<file path="config.mk">
export PLATFORM = sky130hd
export DESIGN_NAME = dbg_probe_mux
export DESIGN_NICKNAME = d
export VERILOG_FILES = /design/src/rtl/dbg_probe_pkg.sv /design/src/rtl/strap_sampler.sv /design/src/rtl/mode_resolver.sv /design/src/rtl/probe_mux.sv /design/src/rtl/dbg_probe_mux.sv
export SDC_FILE = /design/constraint.sdc
export NUM_CORES = 1
export LEC_CHECK = 0
export BUFFER_PORTS_ARGS = -buffer_cell sky130_fd_sc_hd__buf_2
export CAP_MARGIN = 20
export CORE_ASPECT_RATIO = 2
export CORE_MARGIN = 2
export CORE_UTILIZATION = 40
export CTS_CLUSTER_DIAMETER = 200
export DETAILED_ROUTE_END_ITERATION = 10
export PLACE_DENSITY = 0.69
export SYNTH_ARGS = -nofsm -noshare
export SYNTH_HDL_FRONTEND = slang
export SYNTH_SLANG_ARGS = --single-unit
</file>
<file path="constraint.sdc">
create_clock -name clk -period 3.1 [get_ports clk]
set_input_delay 0.31 -clock clk [delete_from_list [all_inputs] [get_ports clk]]
set_output_delay 0.31 -clock clk [all_outputs]
set_load 0.05 [all_outputs]
</file>
<file path="src/rtl/dbg_probe_pkg.sv">
package dbg_probe_pkg;

    localparam int PORT_W  = 8;
    localparam int STRAP_W = 4;
    localparam int TAP_N   = 6;

    localparam logic [STRAP_W-1:0] CODE_QUIET = 4'b0000;
    localparam logic [STRAP_W-1:0] CODE_CLKS  = 4'b0101;
    localparam logic [STRAP_W-1:0] CODE_CALIB = 4'b1000;

    typedef enum logic [1:0] {
        VIEW_QUIET = 2'd0,
        VIEW_CLKS  = 2'd1,
        VIEW_CALIB = 2'd2
    } view_e;

    typedef struct packed {
        logic               valid;
        logic [STRAP_W-1:0] mode;
    } ovr_reg_t;

    function automatic view_e decode_view(input logic [STRAP_W-1:0] code);
        view_e v;
        case (code)
            CODE_CLKS:  v = VIEW_CLKS;
            CODE_CALIB: v = VIEW_CALIB;
            default:    v = VIEW_QUIET;
        endcase
        return v;
    endfunction

endpackage

</file>
<file path="src/rtl/strap_sampler.sv">
module strap_sampler
    import dbg_probe_pkg::*;
#(
    parameter int DELAY_CYC = 150
) (
    input  logic               clk,
    input  logic               rst_n,
    input  logic               pwr_ok,
    input  logic [STRAP_W-1:0] pin_in,
    output logic [STRAP_W-1:0] code,
    output logic               done
);

    localparam int CNT_W = (DELAY_CYC > 1) ? $clog2(DELAY_CYC) : 1;
    localparam logic [CNT_W-1:0] LAST = CNT_W'(DELAY_CYC - 1);

    typedef struct packed {
        logic [CNT_W-1:0]   cnt;
        logic               done;
        logic [STRAP_W-1:0] code;
    } smp_t;

    smp_t st_d, st_q;

    always_comb begin
        st_d = st_q;
        if (!pwr_ok) begin
            st_d.cnt  = '0;
            st_d.done = 1'b0;
        end else if (!st_q.done) begin
            if (st_q.cnt == LAST) begin
                st_d.done = 1'b1;
                st_d.code = pin_in;
            end else begin
                st_d.cnt = st_q.cnt + 1'b1;
            end
        end
    end

    always_ff @(posedge clk or negedge rst_n) begin
        if (!rst_n) st_q <= '{cnt: '0, done: 1'b0, code: CODE_QUIET};
        else        st_q <= st_d;
    end

    assign code = st_q.code;
    assign done = st_q.done;

    assert_code_frozen_R2: assert property (@(posedge clk) disable iff (!rst_n)
        (st_q.done && pwr_ok) |=> $stable(st_q.code));

    assert_done_holds_R1: assert property (@(posedge clk) disable iff (!rst_n)
        (st_q.done && pwr_ok) |=> st_q.done);

    assert_cnt_range_R1: assert property (@(posedge clk) disable iff (!rst_n)
        st_q.cnt <= LAST);

    assert_restart_R3: assert property (@(posedge clk) disable iff (!rst_n)
        !pwr_ok |=> (!st_q.done && st_q.cnt == '0));

endmodule

</file>
<file path="src/rtl/mode_resolver.sv">
module mode_resolver
    import dbg_probe_pkg::*;
(
    input  logic               clk,
    input  logic               rst_n,
    input  logic               sw_wr,
    input  logic               sw_valid,
    input  logic [STRAP_W-1:0] sw_mode,
    input  logic [STRAP_W-1:0] strap_code,
    output logic [STRAP_W-1:0] eff_code,
    output view_e              view
);

    ovr_reg_t ovr_d, ovr_q;

    always_comb begin
        ovr_d = ovr_q;
        if (sw_wr) begin
            ovr_d.valid = sw_valid;
            ovr_d.mode  = sw_mode;
        end
    end

    always_ff @(posedge clk or negedge rst_n) begin
        if (!rst_n) ovr_q <= '{valid: 1'b0, mode: CODE_QUIET};
        else        ovr_q <= ovr_d;
    end

    assign eff_code = ovr_q.valid ? ovr_q.mode : strap_code;
    assign view     = decode_view(eff_code);

    assert_override_applies_R9: assert property (@(posedge clk) disable iff (!rst_n)
        (sw_wr && sw_valid) |=> (eff_code == $past(sw_mode)));

    assert_override_release_R9: assert property (@(posedge clk) disable iff (!rst_n)
        (sw_wr && !sw_valid) |=> (eff_code == strap_code));

endmodule

</file>
<file path="src/rtl/probe_mux.sv">
module probe_mux
    import dbg_probe_pkg::*;
(
    input  view_e             view,
    input  logic              done,
    input  logic [TAP_N-1:0]  clk_taps,
    input  logic [PORT_W-1:0] cal_sig,
    output logic [PORT_W-1:0] pin_out,
    output logic [PORT_W-1:0] pin_oe
);

    localparam int LOW_W = STRAP_W;

    logic [PORT_W-1:0] clk_view;

    assign clk_view[0]        = 1'b1;
    assign clk_view[PORT_W-1] = 1'b1;
    for (genvar k = 0; k < TAP_N; k++) begin : g_tap
        assign clk_view[k+1] = clk_taps[k];
    end

    always_comb begin
        pin_oe  = {{(PORT_W-LOW_W){1'b1}}, {LOW_W{1'b0}}};
        pin_out = '0;
        if (done) begin
            pin_oe = '1;
            case (view)
                VIEW_CLKS:  pin_out = clk_view;
                VIEW_CALIB: pin_out = cal_sig;
                default:    pin_out = '0;
            endcase
        end
    end

endmodule

</file>
<file path="src/rtl/dbg_probe_mux.sv">
module dbg_probe_mux
    import dbg_probe_pkg::*;
#(
    parameter int DELAY_CYC = 150
) (
    input  logic       clk,
    input  logic       rst_n,
    input  logic       pwr_ok,
    input  logic [3:0] pin_in,
    input  logic [5:0] clk_taps,
    input  logic [7:0] cal_sig,
    input  logic       sw_wr,
    input  logic       sw_valid,
    input  logic [3:0] sw_mode,
    output logic [7:0] pin_out,
    output logic [7:0] pin_oe,
    output logic [3:0] strap_code,
    output logic       strap_done
);

    logic [STRAP_W-1:0] eff_code;
    view_e              view;

    strap_sampler #(.DELAY_CYC(DELAY_CYC)) i_sampler (
        .clk    (clk),
        .rst_n  (rst_n),
        .pwr_ok (pwr_ok),
        .pin_in (pin_in),
        .code   (strap_code),
        .done   (strap_done)
    );

    mode_resolver i_resolver (
        .clk        (clk),
        .rst_n      (rst_n),
        .sw_wr      (sw_wr),
        .sw_valid   (sw_valid),
        .sw_mode    (sw_mode),
        .strap_code (strap_code),
        .eff_code   (eff_code),
        .view       (view)
    );

    probe_mux i_mux (
        .view     (view),
        .done     (strap_done),
        .clk_taps (clk_taps),
        .cal_sig  (cal_sig),
        .pin_out  (pin_out),
        .pin_oe   (pin_oe)
    );

    assert_pins_released_R7: assert property (@(posedge clk) disable iff (!rst_n)
        !strap_done |-> (pin_oe == 8'hF0 && pin_out == 8'h00));

    assert_quiet_view_R4: assert property (@(posedge clk) disable iff (!rst_n)
        (strap_done && view == VIEW_QUIET) |-> (pin_out == 8'h00 && pin_oe == 8'hFF));

    assert_clk_frame_R5: assert property (@(posedge clk) disable iff (!rst_n)
        (strap_done && view == VIEW_CLKS) |-> (pin_out[0] && pin_out[7]));

endmodule

</file>
==> results.cfg <==
[route]
drt_iter0_drc = 29
wl_per_cell_um = 15.0
routed_wl_mm = 2.71
vias = 1002
first_pass_iters = 4
drc = 0
via_per_inst = 5.54
final_antenna_net_count = 0

[clocking]
cts_tree = done
cts_htree_levels = 1
cts_sinks = 18
max-clock-path-buffers = 2
postCtsSetupBuffers = 0
clk_pin_slew_ps = 70
clkLatencyLatePin_ps = 260
cts_root_buf = clkbuf_8
cts_buffers = 3

[floorplanning]
io_pins = 48
coreArea_um2 = 2740
initial_core_util_pct = 42.1
die_w_um = 42.0
die_h_um = 79.9
num_rows = 27
die_area_um2 = 3350

[setup_path]
cpMostUsedCell = nand2b_1
cp-start-kind = register
crit_chain = nand2b_1, nor3_1, a41o_1, ha_1, nand2b_1, nor2_1, buf_2
crit_required_ps = 2790
end_kind = output pin
cp_slowest_stage_delay_ps = 370
arrival_ps = 2140
cpMaxStageDelayCell = dfrtp_1
worst-path-max-fanout = 8
worstSetupPathType = register to output pin

[hold_path]
hold_path_class = input port to register

[yosys]
synth_fa_ha_area_share_pct = 4.34
yosys_warnings = 0
netlist.area_leader.share_pct = 39.1
synth-seq-area-share_pct = 39.1
synth_area_leader_cell = dfrtp_1
yosys.cell_types.count = 36
yosys-top-cells-area = dfrtp_1, buf_4, mux2_4
syn_area_per_cell_um2 = 9.85
synth-xor-area-share_pct = 0.760
synth_top_family_by_area = simple AND/OR/NAND/NOR gates
synth-compound-area-share_pct = 13.8
synth_simple_gate_area_share_pct = 19.1
synthMuxAreaShare_pct = 11.7
synth_area_um2 = 1150
ys_ff_latch = 18
synth_cells = 117

[global_route]
grt-ovfl-total = 0
grt_use_met3_pct = 2.94
track_usage_pct = 16.9
met2_usage_pct = 33.8
antenna_found_initial = 0
grt_busiest_layer = met2
grt_use_met1_pct = 15.8
grt_first_pass_wirelength_mm = 4.34
grt_max_degree = 19
grt_pass1_vias = 987

[power]
ir_drop_v = 0.000220
leakage_nw = 0.684
power.density_nw_per_um2 = 374
finalPower_w = 0.000514

[final_layout]
drive_gt1_share_pct = 38.8
final_nets = 184
fin_util_pct = 50.2
fin_area_um2 = 1370
diodes = 0
fillers = 253
areaGrowthSynthToFinish_pct = 19.2

[run]
maxCapViolCount = 0

[placement]
dp_hpwl_mm = 2.15
dpl_cell_area_um2 = 1310
post-place-ws_ps = 933
place.gp.congestion = 0.782
port_buffers = 43

[timing]
layout_setup_ws_ps = 649
fmax_mhz = 408
rsz0062_at_grt = no
totalNegativeSetupSlack_ps = 0
drv_slew = 0
fin_skew_ps = 6.71
hold_violations = 0
setup_viol = 0
min_period_over_period_pct = 79.1
final.min_clock_period_ps = 2450

[run_status]
outcome = complete, no violations
[cell usage after synthesis, drive strengths merged]
cell and count:
o41ai 1, o31ai 2, or4 2, a21oi 7, clkbuf 2, a22oi 6
buf 14, nand2 6, dfrtp 18, nand3 3, nor2 12, nor2b 1
o21ai 3, nand2b 5, mux2i 3, ha 4, nand4b 2, and4bb 1
and3b 1, conb 1, and4b 1, a41oi 1, o41a 1, a31oi 1
inv 5, or3 1, mux2 8, xor2 1, nor3 1, a41o 1
nand3b 1, nand4 1
[flip-flops by register name (all words and copies together), names as in the netlist]
register / cells
i_resolver.ovr_q: 5
i_sampler.code: 4
i_sampler.done: 1
i_sampler.st_q: 8
[what timing repair did]
action | 4_1_cts | 5_1_grt
resized for setup | 0 | 0
hold buffers | 1 | 0
hold endpoints to repair | 18 | 0
[power breakdown]
group | switching (W) | leakage (nW) | internal (W)
sequential | 0.0000115 | 0.238 | 0.000245
combinational | 0.0000374 | 0.418 | 0.0000277
clock | 0.0000794 | 0.0288 | 0.000113
[cell families (layout without fill, tap and decap cells)]
| family | Yosys count | in the layout |
|---|---|---|
| simple gates | 38 | 38 |
| compound gates | 23 | 23 |
| buf+inv | 21 | 53 |
| flops | 18 | 18 |
| mux | 11 | 11 |
| fa+ha+maj | 4 | 4 |
| other cells | 1 | 4 |
| xor+xnor | 1 | 1 |
[stage by stage]
stage                     std cells  hold WS [ps]
final                           181           279
after floorplan                 120          14.4
after global routing            181           281
after global placement          176           261
after CTS                       181           286
after detailed placement        176           265
[layout make-up]
cell class / count / area (um2) / share of cell area, %
repair buffers: 44 / 225 / 16.4
multi-input cells: 81 / 588 / 42.8
flip-flops and latches: 18 / 450 / 32.8
clock buffers: 4 / 55.1 / 4.01
inverters: 5 / 18.8 / 1.37
well taps: 29 / 36.3 / 2.64
[path summary, 6_finish.rpt]
kind	from	to	slack, ps	cells after the start
setup / recovery	i_resolver.ovr_q[1]	pin_out[7]	650	7
hold / removal	pin_in[0]	i_sampler.code[0]	280	2
setup reg to reg	i_sampler.st_q[6]	i_sampler.code[3]	1410	5
hold reg to reg	i_resolver.ovr_q[1]	i_resolver.ovr_q[1]	510	1
max in group asynchronous	rst_n	i_sampler.st_q[5]	2310	2
min in group asynchronous	rst_n	i_sampler.st_q[6]	500	2
[worst max-delay path: cells and delay by family, from the launching register on]
kind            cells  cell delay (ps)
buf+inv             1              270
fa+ha+maj           1              220
flops               1              370
compound gates      1              150
simple gates        4              880
[metal layers]
layer / vias to the layer above / part of all wire (%) / routed length, um
met2: 38 / 59 / 1600
met1: 487 / 33 / 883
met4: 0 / 2.1 / 57
met3: 5 / 6.2 / 169
li1: 472 / - / -
met5: - / 0 / 0
[layout by cell type (no fill, tap or decap), types with 2 or more instances in the layout]
cell	instances
ha_1	4
nand4b_1	2
mux2i_1	3
inv_1	5
o31ai_1	2
mux2_4	4
buf_2	43
clkbuf_8	4
or4_1	2
a22oi_1	6
nand2b_1	5
a21oi_1	6
o21ai_0	3
nor2_1	12
nand3_1	3
mux2_2	4
conb_1	4
nand2_1	6
dfrtp_1	18
Note: power is estimated with default switching activity, not from simulation.
